`src/rtl/irq_pkg.sv`:
```
package irq_pkg;

    localparam int unsigned N_SRC  = 14;
    localparam int unsigned N_PIN  = 7;
    localparam int unsigned N_POL  = N_PIN - 1;
    localparam int unsigned N_INTL = N_SRC - N_PIN;
    localparam int unsigned VEC_W  = $clog2(N_SRC);

    typedef logic [VEC_W-1:0] vec_t;
    typedef logic [N_SRC-1:0] srcvec_t;

    typedef struct packed {
        logic hit;
        vec_t idx;
    } pick_t;

    // lowest set index wins: index order is priority order
    function automatic pick_t pick_highest(srcvec_t req);
        pick_t p;
        p.hit = 1'b0;
        p.idx = '0;
        for (int i = N_SRC - 1; i >= 0; i--) begin
            if (req[i]) begin
                p.hit = 1'b1;
                p.idx = vec_t'(i);
            end
        end
        return p;
    endfunction

    function automatic srcvec_t vec_to_mask(vec_t v);
        return srcvec_t'(1) << v;
    endfunction

endpackage

```
`src/rtl/irq_edge_det.sv`:
```
module irq_edge_det #(
    parameter int unsigned WIDTH = 7
) (
    input  logic             clk,
    input  logic             rst,
    input  logic [WIDTH-1:0] pin_i,
    input  logic [WIDTH-1:0] rise_i,
    output logic [WIDTH-1:0] edge_o
);

    localparam logic [1:0] ARM_DONE = 2'd3;

    logic [1:0] arm_q;
    logic       armed;

    always_ff @(posedge clk) begin
        if (rst)
            arm_q <= '0;
        else if (arm_q != ARM_DONE)
            arm_q <= arm_q + 2'd1;
    end

    assign armed = (arm_q == ARM_DONE);

    for (genvar g = 0; g < WIDTH; g++) begin : g_pin
        logic s1_q, s2_q, prev_q;

        always_ff @(posedge clk) begin
            if (rst) begin
                s1_q   <= 1'b0;
                s2_q   <= 1'b0;
                prev_q <= 1'b0;
            end else begin
                s1_q   <= pin_i[g];
                s2_q   <= s1_q;
                prev_q <= s2_q;
            end
        end

        assign edge_o[g] = armed & (rise_i[g] ? (s2_q & ~prev_q) : (~s2_q & prev_q));


        no_back_to_back_chk: assert property (@(posedge clk) disable iff (rst)
            edge_o[g] |=> (!edge_o[g] || ($past(rise_i[g]) != rise_i[g])));
    end

endmodule

```
`src/rtl/irq_pend_flags.sv`:
```
module irq_pend_flags
    import irq_pkg::*;
(
    input  logic    clk,
    input  logic    rst,
    input  srcvec_t set_i,
    input  srcvec_t clr_i,
    output srcvec_t pend_o
);

    srcvec_t flag_q;

    always_ff @(posedge clk) begin
        if (rst)
            flag_q <= '0;
        else
            flag_q <= (flag_q & ~clr_i) | set_i;
    end

    assign pend_o = flag_q;


    set_wins_chk: assert property (@(posedge clk) disable iff (rst)
        ((set_i & clr_i) != '0) |=> ((pend_o & $past(set_i & clr_i)) == $past(set_i & clr_i)));

endmodule

```
`src/rtl/irq_nest_stack.sv`:
```
module irq_nest_stack
    import irq_pkg::*;
#(
    parameter int unsigned DEPTH   = 16,
    parameter int unsigned DEPTH_W = $clog2(DEPTH + 1)
) (
    input  logic               clk,
    input  logic               rst,
    input  logic               push_i,
    input  logic               pop_i,
    input  vec_t               push_val_i,
    output logic [DEPTH_W-1:0] depth_o,
    output vec_t               top_o,
    output logic               full_o,
    output logic               empty_o
);

    localparam int unsigned PTR_W = (DEPTH > 1) ? $clog2(DEPTH) : 1;
    localparam logic [DEPTH_W-1:0] DEPTH_MAX = DEPTH_W'(DEPTH);

    vec_t               stk_q [DEPTH];
    logic [DEPTH_W-1:0] depth_q;
    logic               do_pop, do_push;

    assign empty_o = (depth_q == '0);
    assign full_o  = (depth_q == DEPTH_MAX);
    assign do_pop  = pop_i & ~empty_o;
    assign do_push = push_i & ~pop_i & ~full_o;

    always_ff @(posedge clk) begin
        if (rst)
            depth_q <= '0;
        else if (do_pop)
            depth_q <= depth_q - 1'b1;
        else if (do_push)
            depth_q <= depth_q + 1'b1;
    end

    always_ff @(posedge clk) begin
        if (do_push)
            stk_q[PTR_W'(depth_q)] <= push_val_i;
    end

    assign depth_o = depth_q;
    assign top_o   = empty_o ? vec_t'(0) : stk_q[PTR_W'(depth_q - 1'b1)];


    depth_bound_chk: assert property (@(posedge clk) disable iff (rst)
        depth_q <= DEPTH_MAX);

endmodule

```
`src/rtl/irq_nest_ctrl.sv`:
```
module irq_nest_ctrl
    import irq_pkg::*;
#(
    parameter int unsigned NEST_DEPTH = 16,
    parameter int unsigned DEPTH_W    = $clog2(NEST_DEPTH + 1)
) (
    input  logic               clk,
    input  logic               rst,
    input  logic [6:0]         ext_pin_i,
    input  logic [5:0]         ext_rise_i,
    input  logic [6:0]         int_req_i,
    input  logic [13:0]        src_en_i,
    input  logic               ack_i,
    input  logic               reti_i,
    output logic [13:0]        pend_o,
    output logic               irq_req_o,
    output logic [3:0]         irq_vec_o,
    output logic               wake_o,
    output logic [DEPTH_W-1:0] depth_o,
    output logic [3:0]         svc_src_o
);

    logic [N_PIN-1:0] pin_pol;
    logic [N_PIN-1:0] pin_edge;
    srcvec_t          set_vec, clr_vec, pend, live;
    pick_t            win;
    vec_t             svc_top;
    logic             st_full, st_empty;
    logic             can_preempt, take_ack;

    // power-monitor pin is fixed to falling edges
    assign pin_pol = {ext_rise_i, 1'b0};

    irq_edge_det #(.WIDTH(N_PIN)) u_edge (
        .clk    (clk),
        .rst    (rst),
        .pin_i  (ext_pin_i),
        .rise_i (pin_pol),
        .edge_o (pin_edge)
    );

    assign set_vec = {int_req_i, pin_edge};

    irq_pend_flags u_flags (
        .clk    (clk),
        .rst    (rst),
        .set_i  (set_vec),
        .clr_i  (clr_vec),
        .pend_o (pend)
    );

    assign live        = pend & src_en_i;
    assign win         = pick_highest(live);
    assign can_preempt = st_empty | (win.idx < svc_top);
    assign irq_req_o   = win.hit & can_preempt & ~st_full;
    assign irq_vec_o   = win.idx;
    assign take_ack    = ack_i & irq_req_o & ~reti_i;
    assign clr_vec     = take_ack ? vec_to_mask(win.idx) : '0;
    assign wake_o      = |live;
    assign pend_o      = pend;

    irq_nest_stack #(.DEPTH(NEST_DEPTH), .DEPTH_W(DEPTH_W)) u_stack (
        .clk        (clk),
        .rst        (rst),
        .push_i     (take_ack),
        .pop_i      (reti_i),
        .push_val_i (win.idx),
        .depth_o    (depth_o),
        .top_o      (svc_top),
        .full_o     (st_full),
        .empty_o    (st_empty)
    );

    assign svc_src_o = svc_top;


    vec_valid_chk: assert property (@(posedge clk) disable iff (rst)
        irq_req_o |-> (pend_o[irq_vec_o] && src_en_i[irq_vec_o]));


    preempt_strict_chk: assert property (@(posedge clk) disable iff (rst)
        (irq_req_o && depth_o != '0) |-> (irq_vec_o < svc_src_o));


    full_block_chk: assert property (@(posedge clk) disable iff (rst)
        (depth_o == DEPTH_W'(NEST_DEPTH)) |-> !irq_req_o);


    ack_push_chk: assert property (@(posedge clk) disable iff (rst)
        (ack_i && irq_req_o && !reti_i) |=>
            (depth_o == $past(depth_o) + 1'b1) && (svc_src_o == $past(irq_vec_o)));


    reti_pop_chk: assert property (@(posedge clk) disable iff (rst)
        (reti_i && depth_o != '0) |=> (depth_o == $past(depth_o) - 1'b1));


    wake_on_req_chk: assert property (@(posedge clk) disable iff (rst)
        irq_req_o |-> wake_o);

endmodule

```
`config.mk`:
```
export PLATFORM = sky130hd
export DESIGN_NAME = irq_nest_ctrl
export DESIGN_NICKNAME = d
export VERILOG_FILES = /design/src/rtl/irq_pkg.sv /design/src/rtl/irq_edge_det.sv /design/src/rtl/irq_pend_flags.sv /design/src/rtl/irq_nest_stack.sv /design/src/rtl/irq_nest_ctrl.sv
export SDC_FILE = /design/constraint.sdc
export NUM_CORES = 1
export LEC_CHECK = 0
export BUFFER_PORTS_ARGS = -buffer_cell sky130_fd_sc_hd__buf_2
export CELL_PAD_IN_SITES_DETAIL_PLACEMENT = 1
export CELL_PAD_IN_SITES_GLOBAL_PLACEMENT = 1
export CORE_UTILIZATION = 30
export DETAILED_ROUTE_END_ITERATION = 12
export MAX_ROUTING_LAYER = met4
export PLACE_DENSITY_LB_ADDON = 0.25
export SLEW_MARGIN = 20
export SYNTH_ARGS = -nofsm -noshare
export SYNTH_HDL_FRONTEND = slang
export SYNTH_SLANG_ARGS = --single-unit
```
`constraint.sdc`:
```
create_clock -name clk -period 4.8 [get_ports clk]
set_input_delay 0.72 -clock clk [delete_from_list [all_inputs] [get_ports clk]]
set_output_delay 0.72 -clock clk [all_outputs]
set_load 0.005 [all_outputs]
```
Word-level counts from Yosys, hierarchy flattened
Memory sizes are Yosys's and may differ from the RTL's.
Index checks and enable logic that the tools add are counted.
{ "totals": {"regBits": 42, "latch_bits": 0, "ramBits": 64, "rom_bits": 0, "inputBits": 38, "output_inout_bits": 29, "wordCells": 110, "n_memories": 1} }
{ "op_classes": {"n_addsub": 3, "mul": 0, "div_mod_pow": 0, "order_cmp": 1, "n_eq_ne": 3, "shift": 1, "mux": 26, "bitwise_logic": 48, "reduce_logical": 3} }
{ "memory_table": {"columns": ["memory", "depth", "word_bits", "rd", "rd_ports_with_merged_regs", "write_ports", "line", "text"], "rows": [
  ["u_stack.stk_q", 16, 4, 1, 0, 1, "irq_nest_stack.sv:21", "vec_t stk_q [DEPTH];"]
]} }
{ "op_table": {"columns": ["cell", "count"], "rows": [
  ["2-to-1 mux 5 bit", 16],
  ["AND 14 bit", 2],
  ["AND 1 bit", 27],
  ["NOT 1 bit", 16],
  ["2-to-1 mux 14 bit", 1],
  ["NOT 14 bit", 1],
  ["OR 14 bit", 1],
  ["OR reduction 14 bit", 1],
  ["<< shifter 1 x 4 -> 14 bit, first input constant", 1],
  ["2-to-1 mux 1 bit", 8],
  ["adder 5 x 1 -> 5 bit, second input constant", 1],
  ["== test 5 bit, second input constant", 1],
  ["logical NOT 5 bit", 1],
  ["subtractor 5 x 1 -> 5 bit, second input constant", 1],
  ["less-than comparator 4 bit", 1],
  ["2-to-1 mux 4 bit", 1],
  ["adder 2 x 1 -> 2 bit, second input constant", 1],
  ["== test 2 bit, second input constant", 1],
  ["!= test 2 bit, second input constant", 1],
  ["nonzero test 2 bit", 1],
  ["OR 1 bit", 1]
]} }

Longest topological paths before layout
Gate-level depths: netlist of run 1.
{ "depth": {"ltp_word": 25, "depth_mapped": 18, "ltp_nobuf": 12} }

Modules after synthesis
A second synthesis of run 1 with hierarchy kept.
{ "unflattened": {"hier_cells": 383, "area_unflattened_um2": 4884.7} }
{ "modules_own_cells": {"columns": ["mod", "instances", "cells_per_inst", "area_per_inst_um2"], "rows": [
  ["irq_nest_stack", 1, 166, 3062.9],
  ["irq_edge_det", 1, 73, 825.8],
  ["irq_pend_flags", 1, 57, 501.7],
  ["irq_nest_ctrl", 1, 87, 494.2]
]} }

Worst setup path before layout of run 1
Ideal clock, no wire load.
{ "synth_path": {"path_kind": "reg2reg", "startpoint": "register u_stack.depth_q[0], in the netlist u_stack.depth_o[0]", "endpoint": "memory u_stack.stk_q[3][0] (netlist name), enable pin", "setup_ns": 0.361, "arrival_time_ns": 3.795, "setup_slack_ns": 0.643, "stages_incl_launch_ff": 19, "n_path_buf": 6, "period_less_slack_ns": 4.157, "cell_sequence": "dfxtp_1 -> buf_4 -> buf_6 -> inv_1 -> ha_1 -> buf_2 -> buf_2 -> buf_2 -> mux4_2 -> nand2_1 -> nand2_1 -> o211ai_1 -> ha_1 -> or2_2 -> a31oi_2 -> a211oi_4 -> buf_4 -> nand2b_1 -> nor3_1"} }
{ "synth_via": {"elab_chain_len": 13, "elab_cells_between_ends": 16} }
{ "synth_rtl": {"columns": ["element", "line", "text"], "rows": [
  ["start, declared", "irq_nest_stack.sv:22", "logic [DEPTH_W-1:0] depth_q;"],
  ["start signal, assigned", "irq_nest_stack.sv:34", "depth_q <= depth_q - 1'b1;"],
  ["start signal, assigned", "irq_nest_stack.sv:36", "depth_q <= depth_q + 1'b1;"],
  ["subtractor 5 x 1 -> 5 bit", null, null],
  ["memory read (16 x 4 bit)", null, null],
  ["2-to-1 mux 4 bit", "irq_nest_stack.sv:45", "assign top_o = empty_o ? vec_t'(0) : stk_q[PTR_W'(depth_q - 1'b1)];"],
  ["less-than comparator 4 bit", "irq_nest_ctrl.sv:54", "assign can_preempt = st_empty | (win.idx < svc_top);"],
  ["OR 1 bit", "irq_nest_ctrl.sv:54", null],
  ["AND 1 bit (2 in a row)", "irq_nest_ctrl.sv:55", "assign irq_req_o = win.hit & can_preempt & ~st_full;"],
  ["AND 1 bit (2 in a row)", "irq_nest_ctrl.sv:57", "assign take_ack = ack_i & irq_req_o & ~reti_i;"],
  ["AND 1 bit (2 in a row)", "irq_nest_stack.sv:28", "assign do_push = push_i & ~pop_i & ~full_o;"],
  ["2-to-1 mux 1 bit", "irq_nest_stack.sv:40", "if (do_push)"],
  ["2-to-1 mux 1 bit (not written as such)", "irq_nest_stack.sv:41", "stk_q[PTR_W'(depth_q)] <= push_val_i;"],
  ["end, declared", "irq_nest_stack.sv:21", null]
]} }
Several ways; a longest one is shown, not always the timed one.

Worst setup path after layout of run 1
{ "layout_path": {"startpoint": "register u_stack.depth_q[1], in the netlist u_stack.depth_o[1]", "endpoint": "output port irq_req_o"} }
{ "layout_via": {"elab_chain_len": 7, "elab_cells_between_ends": 10} }
{ "layout_rtl": {"columns": ["element", "line", "text"], "rows": [
  ["subtractor 5 x 1 -> 5 bit", null, null],
  ["memory read (16 x 4 bit)", null, null],
  ["2-to-1 mux 4 bit", "irq_nest_stack.sv:45", null],
  ["less-than comparator 4 bit", "irq_nest_ctrl.sv:54", null],
  ["OR 1 bit", "irq_nest_ctrl.sv:54", null],
  ["AND 1 bit", "irq_nest_ctrl.sv:55", null],
  ["AND 1 bit (*)", "irq_nest_ctrl.sv:55", null],
  ["end, declared", "irq_nest_ctrl.sv:16", "output logic irq_req_o,"]
]} }
Every way passes the cells marked *; elsewhere a longest branch is shown, timed or not.

==> flow_summary.ini, run 1 <==
[outcome]
status = finished clean

[timing]
slew_violations = 0
hold_viol = 0
fin_skew_ns = 0.008082
timing.final.ws_setup_ns = 0.3786
fin_crit_ns = 4.421
setup_tns_ns = 0
worst_pin_slew_ns = 0.8851
max_freq_mhz = 226.2
min_period_over_period = 0.9211
slew_headroom = 0.4079
rsz0062_at_grt = false
setup_viol = 0

[synth]
netlist_area_mm2 = 0.004696
yosysWarningCount = 0
synth_edf_count = 64
yosys_most_used_dff = edfxtp_1
synth_fa_ha_area_frac = 0.02132
ys_seq_area_frac = 0.5883
ys_types = 52
synthXorXnorAreaFrac = 0.009059
yosys.area_share.simple = 0.1724
synthCells = 406
async_reset_ff_frac = 0
avgSynthCellArea_um2 = 11.57
yosys-mux-area-fraction = 0.07727
synth-compound-area-share = 0.09699
ys_ff_latch = 106
synth_top_family_by_area = simple AND/OR/NAND/NOR gates
syn-num-nets = 452

[detailed_routing]
dr_total_vias = 3336
dr.pass1.iters = 4
route.detailed.wl_per_inst_um = 17.51
drt_wl_total_um = 12100
drc_errors = 0
routed_via_density = 4.828
dr.first_iter.drc_count = 179
drtAntennaViolNets = 0

[pwr]
power_frac_seq = 0.366
ir_drop_mv = 0.2506
power_density_mw_per_mm2 = 530.7
p_leak_nw = 2.132
pwr-share-comb = 0.368
swShare = 0.3582
clock_power_share = 0.267
p_int_mw = 1.909
p_sw_mw = 1.066

[clock_network]
htree_levels = 3
postCtsSetupRepairBufs = 0
numCtsBuffers = 9
postCtsHoldBufs = 0
clk_latency_ns = 0.35
clk_pin_slew_ns = 0.08
clk_path_buf_depth = 2
cts_tree = yes
cts.sinks = 106
root_buffer = clkbuf_16
cts.repair.resized = 0

[layout]
drive_above_1_share = 0.2313
areaGrowthSynthToFinish_pct = 19.37
nets = 521
antennaDiodeCount = 0

[worst_setup_path]
crit_required_ns = 4.08
startpoint_type = register
crit_path_max_fanout = 9
worst_ep_arrival_time_ns = 3.70
worstRegToRegCells = 12
crit_path_end_kind = primary output
crit_type = reg2out

[global_route]
grt-ovfl-total = 0
grt_start_max_net_pins = 49
antenna_found_initial = 0
grt_pass1_wl_um = 19310
grt_usage = 0.1657
grt_pass1_vias = 3412

[placed_design]
gp_congestion = 0.7911
dp_hpwl_um = 8733
dp_slack_ns = 0.7551
port_buffers = 66

[floorplan]
rows = 45
die_x_um = 127.1
initial_core_util = 0.3077
fp.coreArea_mm2 = 0.01526
fp.dieH_um = 127.1
boundaryPins = 67
die_area_mm2 = 0.01616

[run]
drv_cap = 0

[min_path]
hold_path.class = reg2reg
whs_path_depth = 1
==> cells in the final DEF (no fill, tap or decap), types with 5 or more instances in the layout <==
cell type	Yosys	layout
o41ai_1	5	5
ha_1	8	8
nand2b_1	7	7
buf_4	2	11
mux4_2	13	13
edfxtp_1	64	64
nor3_1	7	7
clkbuf_16	0	11
nand2_1	59	59
nor2b_1	25	25
o21ai_0	11	11
a21oi_1	23	23
mux2i_1	7	7
nor2_1	29	29
inv_1	17	17
o31ai_1	7	7
dfxtp_1	42	42
buf_2	4	66
nand3_1	8	8
==> power groups by stage <==
stage / clock network [mW] / logic, mW / registers [mW]
detailed placement: 0 / 1.11 / 1.11
floorplan: 0 / 0.778 / 1.08
finish: 0.793 / 1.09 / 1.09
global route: 0.847 / 1.22 / 1.10
global placement: 0 / 1.10 / 1.10
CTS: 0.814 / 1.11 / 1.09
==> path summary, 6_finish.rpt <==
check	endpoint	from	slack (ns)
worst min register to register	u_edge.g_pin[2].s2_q	u_edge.g_pin[2].s1_q	0.44
worst max-delay path	irq_req_o	u_stack.depth_o[1]	0.38
worst min-delay path	u_edge.g_pin[2].s2_q	u_edge.g_pin[2].s1_q	0.44
worst max register to register	u_stack.stk_q[5][3]	u_stack.depth_o[1]	0.79
==> critical path, stage by stage, from the launching register on <==
cell and delay [ns]:
dfxtp_1 0.45, inv_1 0.14, ha_1 0.28, xor2_1 0.72, a2111oi_0 0.29, a31oi_1 0.23
nand4bb_1 0.18, a211o_1 0.35, a31oi_2 0.25, nor2_1 0.08, o21ai_0 0.15, and2_1 0.14
buf_2 0.10
==> registers in the layout, indices dropped and copies added, names as in the netlist <==
register             flops
u_stack.stk_q           64
u_flags.pend_o          14
u_edge.g_pin.prev_q      7
u_edge.g_pin.s1_q        7
u_edge.g_pin.s2_q        7
u_stack.depth_o          5
u_edge.arm_q             2
==> cells in the mapped netlist, types with 2 or more instances <==
cell type  instances  area [um^2]
and2_1             4        25.02
nor3b_1            2        15.01
a2111oi_0          3        26.28
nor3_1             7        35.03
o2111ai_1          2        17.52
a21o_1             2        15.01
o31ai_1            7        52.55
o211ai_1           3        22.52
a21oi_1           23        115.1
nand4_1            3        18.77
xor2_1             2        17.52
nand3b_1           4        30.03
ha_1               8        100.1
buf_6              2        22.52
nor2_1            29        108.9
inv_1             17        63.81
dfxtp_1           42        840.8
clkbuf_1           9        33.78
buf_4              2        15.01
buf_1              2        7.510
mux4_2            13        292.8
nor2b_1           25        156.4
o21ai_1            3        15.01
nand3_1            8        40.04
o21ai_0           11        55.05
nand2b_1           7        43.79
and3_1             4        25.02
buf_2              4        20.02
mux2i_1            7        70.07
nand2_1           59        221.5
a31oi_1            4        25.02
edfxtp_1          64         1922
o41ai_1            5        43.79
==> cell type report <==
class	count	area, um^2
clock inverter	5	56.30
clock buffer	11	275.3
tap	211	264.0
sequential	106	2763
fill	1674	9653
multi-input combinational	264	1770
timing repair buffer	77	412.9
inverter	17	63.81
==> layer usage <==
metal,up-vias,GRT usage,part of all wire
li1,1608,-,-
met1,1653,0.2082,0.46
met2,64,0.2650,0.48
met3,11,0.03853,0.046
met4,0,0.05252,0.015
met5,-,-,0
==> logic make-up after synthesis <==
group | count (synthesis)
adder cells (fa/ha/maj) | 8
multiplexers | 20
AO/OA/AOI/OAI | 69
AND/OR/NAND/NOR | 163
flip-flops | 106
buffers and inverters | 36
XOR/XNOR | 4
==> per-stage QoR <==
| step | total power, mW | area, um^2 | util | hold WS [ns] | std cells |
|---|---|---|---|---|---|
| finish | 2.975 | 5605 | 0.3674 | 0.4356 | 691 |
| global route | 3.159 | 5605 | 0.3674 | 0.4538 | 691 |
| CTS | 3.017 | 5605 | 0.3674 | 0.4394 | 691 |
| detailed placement | 2.220 | 5274 | 0.3456 | 0.4285 | 675 |
| global placement | 2.203 | 5274 | 0.3456 | 0.4168 | 675 |
| floorplan | 1.857 | 4696 | - | 0.4138 | 406 |
Power figures use the tool's default switching activity.
==> run 2, diff against run 1 <==
clock period = 3.65 ns   (was 4.8 ns; I/O delays follow)
==> flow_summary.ini, run 2 (synthesis results as in run 1) <==
[detailed_routing]
dr_total_vias = 3522
route.detailed.wl_per_inst_um = 18.71
routed_via_density = 4.905
dr.pass1.iters = 4
dr.first_iter.drc_count = 199
drc_errors = 0
drtAntennaViolNets = 0
drt_wl_total_um = 13430

[floorplan]
die_x_um = 127.1
fp.coreArea_mm2 = 0.01526
boundaryPins = 67
fp.dieH_um = 127.1
initial_core_util = 0.3077
rows = 45
die_area_mm2 = 0.01616

[global_route]
grt_start_max_net_pins = 49
grt_usage = 0.1751
grt_use_met1 = 0.2212
grt_pass1_wl_um = 20290
use_met2 = 0.2805
grt-ovfl-total = 0
grtUsageMet3 = 0.02931
grt_pass1_vias = 3635
antenna_found_initial = 0
grt-busiest-layer = met2

[clock_network]
cts.sinks = 106
clk_path_buf_depth = 2
numCtsBuffers = 9
root_buffer = clkbuf_16
postCtsHoldBufs = 0
htree_levels = 3
cts_tree = yes
clk_pin_slew_ns = 0.08
clk_latency_ns = 0.36

[layout]
antennaDiodeCount = 0
design_area_mm2 = 0.005938
drive_above_1_share = 0.3116
top_register = u_stack.stk_q
areaGrowthSynthToFinish_pct = 26.46
largest_reg_flops = 64
final_common_cell = buf_2
mostFrequentLayoutCells = buf_2, edfxtp_1, nand2_1
nets = 548

[worst_setup_path]
crit_path_max_fanout = 8
worst_ep_arrival_time_ns = 3.08
crit_slowest_cell = dfxtp_2
crit_path_end_kind = primary output
worstRegToRegCells = 13
max_stage_delay_ns = 0.38
startpoint_type = register
rr_startpoint = u_stack.depth_o[2]
crit_chain = buf_4 > nor3_1 > xnor2_1 > nand3_1 > o211ai_1 > ha_1 > or2_4 > a31oi_4 > nor2_1 > o21ai_1 > and2_1 > buf_2
r2r-end = u_stack.stk_q[6][0]
endpoint = irq_req_o
cp-startpoint = u_stack.depth_o[2]
crit_type = reg2out
crit_required_ns = 3.10
regToRegSetupSlack_ns = 0.19

[timing]
timing.final.ws_setup_ns = 0.01777
slew_violations = 0
fin_crit_ns = 3.632
setup_viol = 0
setup_tns_ns = 0
worst_pin_slew_ns = 0.8646
hold_viol = 0
fin_skew_ns = 0.01174
worst_hold_slack_ns = 0.3886
min_period_over_period = 0.9951
max_freq_mhz = 275.3
slew_headroom = 0.4236

[placed_design]
dp_slack_ns = -0.05213
dpl-instance-area_mm2 = 0.005460
port_buffers = 66
dp_hpwl_um = 9668
gp_congestion = 0.8361

[pwr]
power_density_mw_per_mm2 = 746.8
ir_drop_mv = 0.3245
p_leak_nw = 2.278

[run]
drv_cap = 0

[min_path]
hold_path.class = in2reg

[outcome]
status = finished clean
==> run 2: area by class of cell <==
cell class,instances,area (um^2)
clock inverter,6,56.30
inverter,17,66.31
timing repair buffer,104,653.1
clock buffer,10,229.0
tap,211,264.0
multi-input combinational,264,1901
sequential,106,2769
fill,1672,9320
==> run 2: per-layer routing <==
layer / up-vias / wire, um
li1: 1666 / -
met1: 1778 / 6335
met2: 58 / 6492
met3: 20 / 347
met4: 0 / 258
met5: - / 0
==> run 2: through the flow <==
stage	power, mW	std cells	util
2_1_floorplan	2.524	406	-
3_3_place_gp	3.140	693	0.3579
3_5_place_dp	3.175	693	0.3579
4_1_cts	4.244	710	0.3817
5_1_grt	4.665	718	0.3892
6_report	4.434	718	0.3892
==> run 2: worst min path at each step <==
stage | from | endpoint | slack [ns] | cells past startpoint
final | ext_pin_i[5] | u_edge.g_pin[5].s1_q | 0.39 | 2
after CTS | ext_pin_i[2] | u_edge.g_pin[2].s1_q | 0.38 | 2
after global routing | ext_pin_i[1] | u_edge.g_pin[1].s1_q | 0.39 | 2
after detailed placement | u_edge.g_pin[4].s1_q | u_edge.g_pin[4].s2_q | 0.43 | 1
after global placement | u_edge.g_pin[6].s1_q | u_edge.g_pin[6].s2_q | 0.42 | 1
after floorplan | u_edge.g_pin[0].s1_q | u_edge.g_pin[0].s2_q | 0.41 | 1
==> run 2: what timing repair did <==
item                                   4_1_cts  5_1_grt
gates resized for setup                     12       15
gates cloned                                 0        1
pin swaps                                    2        8
setup endpoints to repair                   17        4
buffers inserted                             1        7
endpoints found under the hold margin        0        0
==> run 2: power by group <==
group	internal, mW	switching, mW	total (mW)
Clock	0.480	0.480	0.960
Combinational	0.960	1.09	2.05
Sequential	1.36	0.0610	1.42
==> run 2: worst max-delay path, delay by kind of cell, from the launching register on <==
kind            cells  cell delay (ns)
compound gates      3             0.51
xor+xnor            1             0.28
fa+ha+maj           1             0.29
buf+inv             2             0.32
flops               1             0.38
simple gates        5             0.94
